File: src/rtl/sss_pkg.sv
package sss_pkg;
  typedef struct packed {
    logic txLoad;    // holding register moves into the shifter, bit 0 driven
    logic txShift;   // next bit of the current byte driven
    logic txIdle;    // byte boundary with nothing held: drive idle level
    logic rxShift;   // one receive bit captured
    logic rxCommit;  // last bit of a byte captured, publish it
  } shiftStrobes_t;
endpackage

File: src/rtl/sss_ctrl.sv
module sss_ctrl
  import sss_pkg::*;
#(
  parameter int DATA_W      = 8,
  parameter int SYNC_STAGES = 2
) (
  input  logic          clk,
  input  logic          rstN,
  input  logic          sclkIn,
  input  logic          rxdIn,
  input  logic          holdFull,
  output shiftStrobes_t strb,
  output logic          rxdSampled
);
  localparam int CNT_W = (DATA_W > 1) ? $clog2(DATA_W) : 1;
  localparam logic [CNT_W-1:0] LAST_BIT = CNT_W'(DATA_W - 1);

  logic [SYNC_STAGES-1:0] sclkPipe;
  logic [SYNC_STAGES-1:0] rxdPipe;
  logic                   sclkLast;
  logic                   sclkNow;
  logic                   riseEvt;
  logic                   fallEvt;
  logic [CNT_W-1:0]       txCnt;
  logic [CNT_W-1:0]       rxCnt;

  // Equal-depth synchronizers keep data aligned with the clock it belongs to
  always_ff @(posedge clk) begin
    if (!rstN) begin
      sclkPipe <= '1;
      rxdPipe  <= '1;
      sclkLast <= 1'b1;
    end else begin
      sclkPipe <= {sclkPipe[SYNC_STAGES-2:0], sclkIn};
      rxdPipe  <= {rxdPipe[SYNC_STAGES-2:0], rxdIn};
      sclkLast <= sclkNow;
    end
  end

  assign sclkNow    = sclkPipe[SYNC_STAGES-1];
  assign rxdSampled = rxdPipe[SYNC_STAGES-1];
  assign riseEvt    = sclkNow & ~sclkLast;
  assign fallEvt    = ~sclkNow & sclkLast;

  always_comb begin
    strb          = '0;
    strb.txLoad   = fallEvt && (txCnt == '0) && holdFull;
    strb.txIdle   = fallEvt && (txCnt == '0) && !holdFull;
    strb.txShift  = fallEvt && (txCnt != '0);
    strb.rxShift  = riseEvt;
    strb.rxCommit = riseEvt && (rxCnt == LAST_BIT);
  end

  // txCnt: bits of the current byte already driven (0 = at a byte boundary)
  always_ff @(posedge clk) begin
    if (!rstN) begin
      txCnt <= '0;
      rxCnt <= '0;
    end else begin
      if (strb.txLoad) begin
        txCnt <= CNT_W'(1);
      end else if (strb.txShift) begin
        txCnt <= (txCnt == LAST_BIT) ? '0 : txCnt + CNT_W'(1);
      end
      if (strb.rxShift) begin
        rxCnt <= (rxCnt == LAST_BIT) ? '0 : rxCnt + CNT_W'(1);
      end
    end
  end

  // at most one transmit action per detected edge
  a_r2_tx_strobes_exclusive: assert property (@(posedge clk) disable iff (!rstN)
    $onehot0({strb.txLoad, strb.txShift, strb.txIdle}));

  // after publishing a byte the receive count restarts
  a_r3_commit_restarts: assert property (@(posedge clk) disable iff (!rstN)
    strb.rxCommit |=> (rxCnt == '0));

  // rising and falling edges never coincide
  a_r2_edges_disjoint: assert property (@(posedge clk) disable iff (!rstN)
    !(strb.rxShift && (strb.txLoad || strb.txShift || strb.txIdle)));
endmodule

File: src/rtl/sss_dpath.sv
module sss_dpath
  import sss_pkg::*;
#(
  parameter int DATA_W = 8
) (
  input  logic              clk,
  input  logic              rstN,
  input  shiftStrobes_t     strb,
  input  logic              rxdSampled,
  input  logic              txWrEn,
  input  logic [DATA_W-1:0] txData,
  input  logic              rxRdEn,
  output logic              txdOut,
  output logic [DATA_W-1:0] rxData,
  output logic              rxReady,
  output logic              overrun,
  output logic              holdFull
);
  logic [DATA_W-1:0] holdReg;
  logic [DATA_W-1:0] txShiftReg;
  logic [DATA_W-1:0] rxShiftReg;
  logic [DATA_W-1:0] rxNext;

  assign rxNext = {rxdSampled, rxShiftReg[DATA_W-1:1]};

  // Transmit side: holding register and output shifter
  always_ff @(posedge clk) begin
    if (!rstN) begin
      holdReg    <= '0;
      holdFull   <= 1'b0;
      txShiftReg <= '1;
      txdOut     <= 1'b1;
    end else begin
      if (strb.txLoad) begin
        txdOut     <= holdReg[0];
        txShiftReg <= {1'b1, holdReg[DATA_W-1:1]};
        holdFull   <= 1'b0;
      end else if (strb.txShift) begin
        txdOut     <= txShiftReg[0];
        txShiftReg <= {1'b1, txShiftReg[DATA_W-1:1]};
      end else if (strb.txIdle) begin
        txdOut <= 1'b1;
      end
      // load requires a full register, a write requires an empty one
      if (txWrEn && !holdFull) begin
        holdReg  <= txData;
        holdFull <= 1'b1;
      end
    end
  end

  // Receive side: input shifter and published register
  always_ff @(posedge clk) begin
    if (!rstN) begin
      rxShiftReg <= '0;
      rxData     <= '0;
      rxReady    <= 1'b0;
      overrun    <= 1'b0;
    end else begin
      if (strb.rxShift) rxShiftReg <= rxNext;
      if (strb.rxCommit) begin
        rxData  <= rxNext;
        rxReady <= 1'b1;
        overrun <= overrun | rxReady;
      end else if (rxRdEn) begin
        rxReady <= 1'b0;
        overrun <= 1'b0;
      end
    end
  end

  // a completed byte is always flagged
  a_r3_ready_after_commit: assert property (@(posedge clk) disable iff (!rstN)
    strb.rxCommit |=> rxReady);

  // a read with no completing byte clears both flags
  a_r4_read_clears: assert property (@(posedge clk) disable iff (!rstN)
    (rxRdEn && !strb.rxCommit) |=> (!rxReady && !overrun));

  // overrun only rises on top of an unread byte
  a_r8_overrun_needs_ready: assert property (@(posedge clk) disable iff (!rstN)
    $rose(overrun) |-> $past(rxReady));

  // the holding register frees up when its byte starts
  a_r5_empty_after_load: assert property (@(posedge clk) disable iff (!rstN)
    strb.txLoad |=> !holdFull);

  // a write into a full holding register changes nothing
  a_r6_full_write_ignored: assert property (@(posedge clk) disable iff (!rstN)
    (txWrEn && holdFull) |=> $stable(holdReg));

  // boundary with nothing to send drives the idle level
  a_r7_idle_high: assert property (@(posedge clk) disable iff (!rstN)
    strb.txIdle |=> txdOut);

  // the line only moves on a transmit strobe
  a_r2_txd_moves_on_fall: assert property (@(posedge clk) disable iff (!rstN)
    !(strb.txLoad || strb.txShift || strb.txIdle) |=> $stable(txdOut));
endmodule

File: src/rtl/sync_shift_slave.sv
module sync_shift_slave
  import sss_pkg::*;
#(
  parameter int DATA_W      = 8,
  parameter int SYNC_STAGES = 2
) (
  input  logic              clk,
  input  logic              rstN,
  input  logic              sclkIn,
  input  logic              rxdIn,
  output logic              txdOut,
  input  logic              txWrEn,
  input  logic [DATA_W-1:0] txData,
  output logic              txEmpty,
  input  logic              rxRdEn,
  output logic [DATA_W-1:0] rxData,
  output logic              rxReady,
  output logic              overrun
);
  shiftStrobes_t strb;
  logic          rxdSampled;
  logic          holdFull;

  sss_ctrl #(.DATA_W(DATA_W), .SYNC_STAGES(SYNC_STAGES)) uCtrl (
    .clk        (clk),
    .rstN       (rstN),
    .sclkIn     (sclkIn),
    .rxdIn      (rxdIn),
    .holdFull   (holdFull),
    .strb       (strb),
    .rxdSampled (rxdSampled)
  );

  sss_dpath #(.DATA_W(DATA_W)) uDpath (
    .clk        (clk),
    .rstN       (rstN),
    .strb       (strb),
    .rxdSampled (rxdSampled),
    .txWrEn     (txWrEn),
    .txData     (txData),
    .rxRdEn     (rxRdEn),
    .txdOut     (txdOut),
    .rxData     (rxData),
    .rxReady    (rxReady),
    .overrun    (overrun),
    .holdFull   (holdFull)
  );

  assign txEmpty = !holdFull;
endmodule

File: config.mk
export PLATFORM = sky130hd
export DESIGN_NAME = sync_shift_slave
export DESIGN_NICKNAME = d
export VERILOG_FILES = /design/src/rtl/sss_pkg.sv /design/src/rtl/sss_ctrl.sv /design/src/rtl/sss_dpath.sv /design/src/rtl/sync_shift_slave.sv
export SDC_FILE = /design/constraint.sdc
export NUM_CORES = 1
export LEC_CHECK = 0
export BUFFER_PORTS_ARGS = -buffer_cell sky130_fd_sc_hd__buf_2
export CORE_MARGIN = 4
export CORE_UTILIZATION = 50
export DETAILED_ROUTE_END_ITERATION = 10
export PLACE_DENSITY = 0.78
export SYNTH_ARGS = -nofsm -noshare
export SYNTH_HDL_FRONTEND = slang
export SYNTH_SLANG_ARGS = --single-unit
File: constraint.sdc
create_clock -name clk -period 1.4 [get_ports clk]
set_input_delay 0.07 -clock clk [delete_from_list [all_inputs] [get_ports clk]]
set_output_delay 0.07 -clock clk [all_outputs]
set_load 0.05 [all_outputs]
==> flow_summary.json <==
{
  "reg2reg_from": "uCtrl.txCnt[1]",
  "cts_tree": "built",
  "cp-endpoint": "uDpath.txShiftReg[1]",
  "clock_latency_ns": 0.36,
  "synth_area_um2": 1780,
  "synth-seq-cells": 45,
  "max_freq_ghz": 0.750,
  "drt_pass1_iterations": 4,
  "multi_input_area_um2": 836,
  "hold_viol_final": 0,
  "ctsHtreeMaxLevel": 2,
  "drive_above_1_share_pct": 23.1,
  "die_h_um": 67.7,
  "reg2reg_slack_ns": 0.07,
  "arrival_ns": 1.59,
  "seq_area_frac_synth_pct": 50.5,
  "worstPathRequired_ns": 1.66,
  "tns_ns": 0,
  "skew_ns": 0.0135,
  "cap_violations": 0,
  "vias": 1508,
  "layout.nets": 265,
  "cts_buffers": 5,
  "crit_start": "uCtrl.txCnt[1]",
  "leakage_uw": 0.000851,
  "min-delay-start": "rstN",
  "slew_viol_final": 0,
  "start_util_pct": 52.6,
  "powerDensity_nw_per_um2": 982,
  "worstSetupPathType": "reg -> reg",
  "max-slew-margin-rel_pct": 63.7,
  "syn_nets": 223,
  "start_kind": "flip-flop",
  "drt_iter0_markers": 81,
  "diodes": 0,
  "syn_area_per_cell_um2": 8.75,
  "rr_worst_depth": 6,
  "routed_via_density": 5.15,
  "synth-edff-count": 0,
  "holdWs_ns": 0.0588,
  "place_inst": 273,
  "grt-ovfl-total": 0,
  "die_width_um": 67.7,
  "fin_crit_sh_pct": 95.3,
  "yosysWarnings": 0,
  "synthFlopType": "dfxtp_1",
  "dieArea_um2": 4590,
  "dpl-instance-area_um2": 1990,
  "grt_pass1_wl_um": 6180,
  "cts_num_sinks": 45,
  "status": "completed",
  "place.detailed.hpwl_um": 2480,
  "rr_endpoint": "uDpath.txShiftReg[1]",
  "wl_per_cell_um": 12.6,
  "worstPathMaxFanout": 5,
  "io_buffers": 25,
  "setup_viol": 0,
  "antenna_found_initial": 0,
  "fillCellCount": 282,
  "drt-total-wl_um": 3680,
  "synth_top_area_share_pct": 50.5,
  "synth_area_leader_cell": "dfxtp_1",
  "final_util_pct": 64.8,
  "synth_area_leaders": "dfxtp_1 (50%), nand2_1 (9.0%), a21oi_1 (8.4%)",
  "grt_pass1_vias": 1364,
  "synthCells": 204,
  "worst_setup_hold_path_clk_slew_ns": 0.13,
  "ys_types": 31,
  "irDropWorstVdd_uv": 801,
  "finalNonFillerCells": 293,
  "register_area_um2": 903,
  "synthArstFlopShare_pct": 0,
  "cts_root_buf": "clkbuf_4",
  "grt_setup_unrepaired": "false",
  "track_usage_pct": 17.8,
  "final.min_clock_period_ns": 1.33,
  "num_rows": 21,
  "gp_congestion": 0.923,
  "hold_class": "in -> reg",
  "ctsLongestPathBuffers": 2,
  "holdPathStages": 3,
  "fin_area_um2": 2200,
  "critPathCaptureType": "flip-flop",
  "grt_max_degree": 26,
  "area_growth_pct": 23.1,
  "antenna_left": 0,
  "tightest_slew_ns": 0.543,
  "core_area_um2": 3390,
  "ios": 26,
  "drc": 0
}
## state kept, by name, summed over array words and instances, names as in the netlist
name               count
uCtrl.rxCnt            3
uCtrl.rxdPipe          2
uCtrl.sclkLast         1
uCtrl.sclkPipe         2
uCtrl.txCnt            3
uDpath.holdFull        1
uDpath.holdReg         8
uDpath.overrun         1
uDpath.rxData          8
uDpath.rxReady         1
uDpath.rxShiftReg      7
uDpath.txShiftReg      7
uDpath.txdOut          1
## cells in the final DEF, fill, tap and decap left out, types with 2 or more instances in the layout
master,instances
nand2_1,43
dfxtp_1,43
a21oi_1,29
buf_2,25
dlygate4sd3_1,11
buf_4,10
nand2b_1,9
nand3_1,9
o21ai_0,7
nor2_1,7
clkbuf_4,5
nand4bb_1,4
inv_1,3
nand3b_1,3
nor3_1,3
a221o_1,3
a32oi_1,3
ha_1,3
inv_2,2
nor2b_1,2
a31o_1,2
dfxtp_2,2
## cell families (layout without fill, tap and decap cells)
group | after synthesis | after routing | synth area share, %
AOI/OAI and AO/OA | 51 | 51 | 17.8
adders and majority gates | 5 | 5 | 3.51
buffers and inverters | 17 | 60 | 4.07
DFF | 45 | 45 | 50.5
muxes | 1 | 1 | 0.561
and+or+nand+nor | 85 | 85 | 23.6
## through the flow
stage	setup slack, ns	total power (uW)
6_report	0.0661	2160
3_3_place_gp	0.0107	1530
2_1_floorplan	0.00258	1480
4_1_cts	0.0181	2160
3_5_place_dp	-0.0298	1530
5_1_grt	0.00576	2250
## how the worst min path moves through the flow
stage                              to  slack (ns)
floorplan           uCtrl.sclkPipe[0]        0.14
global placement     uCtrl.rxdPipe[0]        0.25
detailed placement   uCtrl.rxdPipe[0]        0.25
CTS                    uCtrl.rxCnt[0]        0.04
global route           uCtrl.rxCnt[0]        0.08
finish                 uCtrl.rxCnt[0]        0.06
## routing by layer
metal / global-route usage (%) / vias up / routed length, um
met5: 0 / - / 0
met4: 5.06 / 0 / 26
met3: 4.66 / 2 / 118
met2: 27.5 / 29 / 1670
met1: 24.4 / 688 / 1870
li1: - / 789 / -
## power breakdown
part | internal (uW) | switching, uW
clock network | 199 | 423
logic | 89.8 | 110
registers | 1310 | 20.8
total | 1600 | 554
## critical path: stages, from the launching register on
cell and delay [ns]:
dfxtp_1 0.38, inv_1 0.08, ha_4 0.18, buf_4 0.15, nand2_1 0.09, nor3_2 0.06
a221o_1 0.30
## cell usage after synthesis, types with 2 or more instances
master	number
a221o_1	3
and2b_1	2
nand3b_1	3
nor3_1	4
a21oi_1	30
inv_1	4
buf_1	3
a32oi_1	3
o21ai_0	7
clkbuf_1	4
nand2b_1	9
dfxtp_1	45
nor2_1	7
ha_1	5
nand4bb_1	4
nand3_1	9
nand2_1	43
nor2b_1	2
buf_2	4
a31o_1	2
## what timing repair did
item	in CTS	in global routing
hold buffers	11	0
pin swaps	0	2
resized for setup	4	6
endpoints found under the setup margin	6	11
buffers inserted	1	0
hold endpoints to repair	11	0
## layout make-up
class | count | area share, %
Timing Repair Buffer | 47 | 14.6
Sequential cell | 45 | 41.1
Clock buffer | 5 | 1.71
Tap cell | 46 | 2.62
Multi-Input combinational cell | 142 | 38.1
Clock inverter | 3 | 0.969
Inverter | 5 | 0.855
Note: power is estimated with default switching activity, not from simulation.
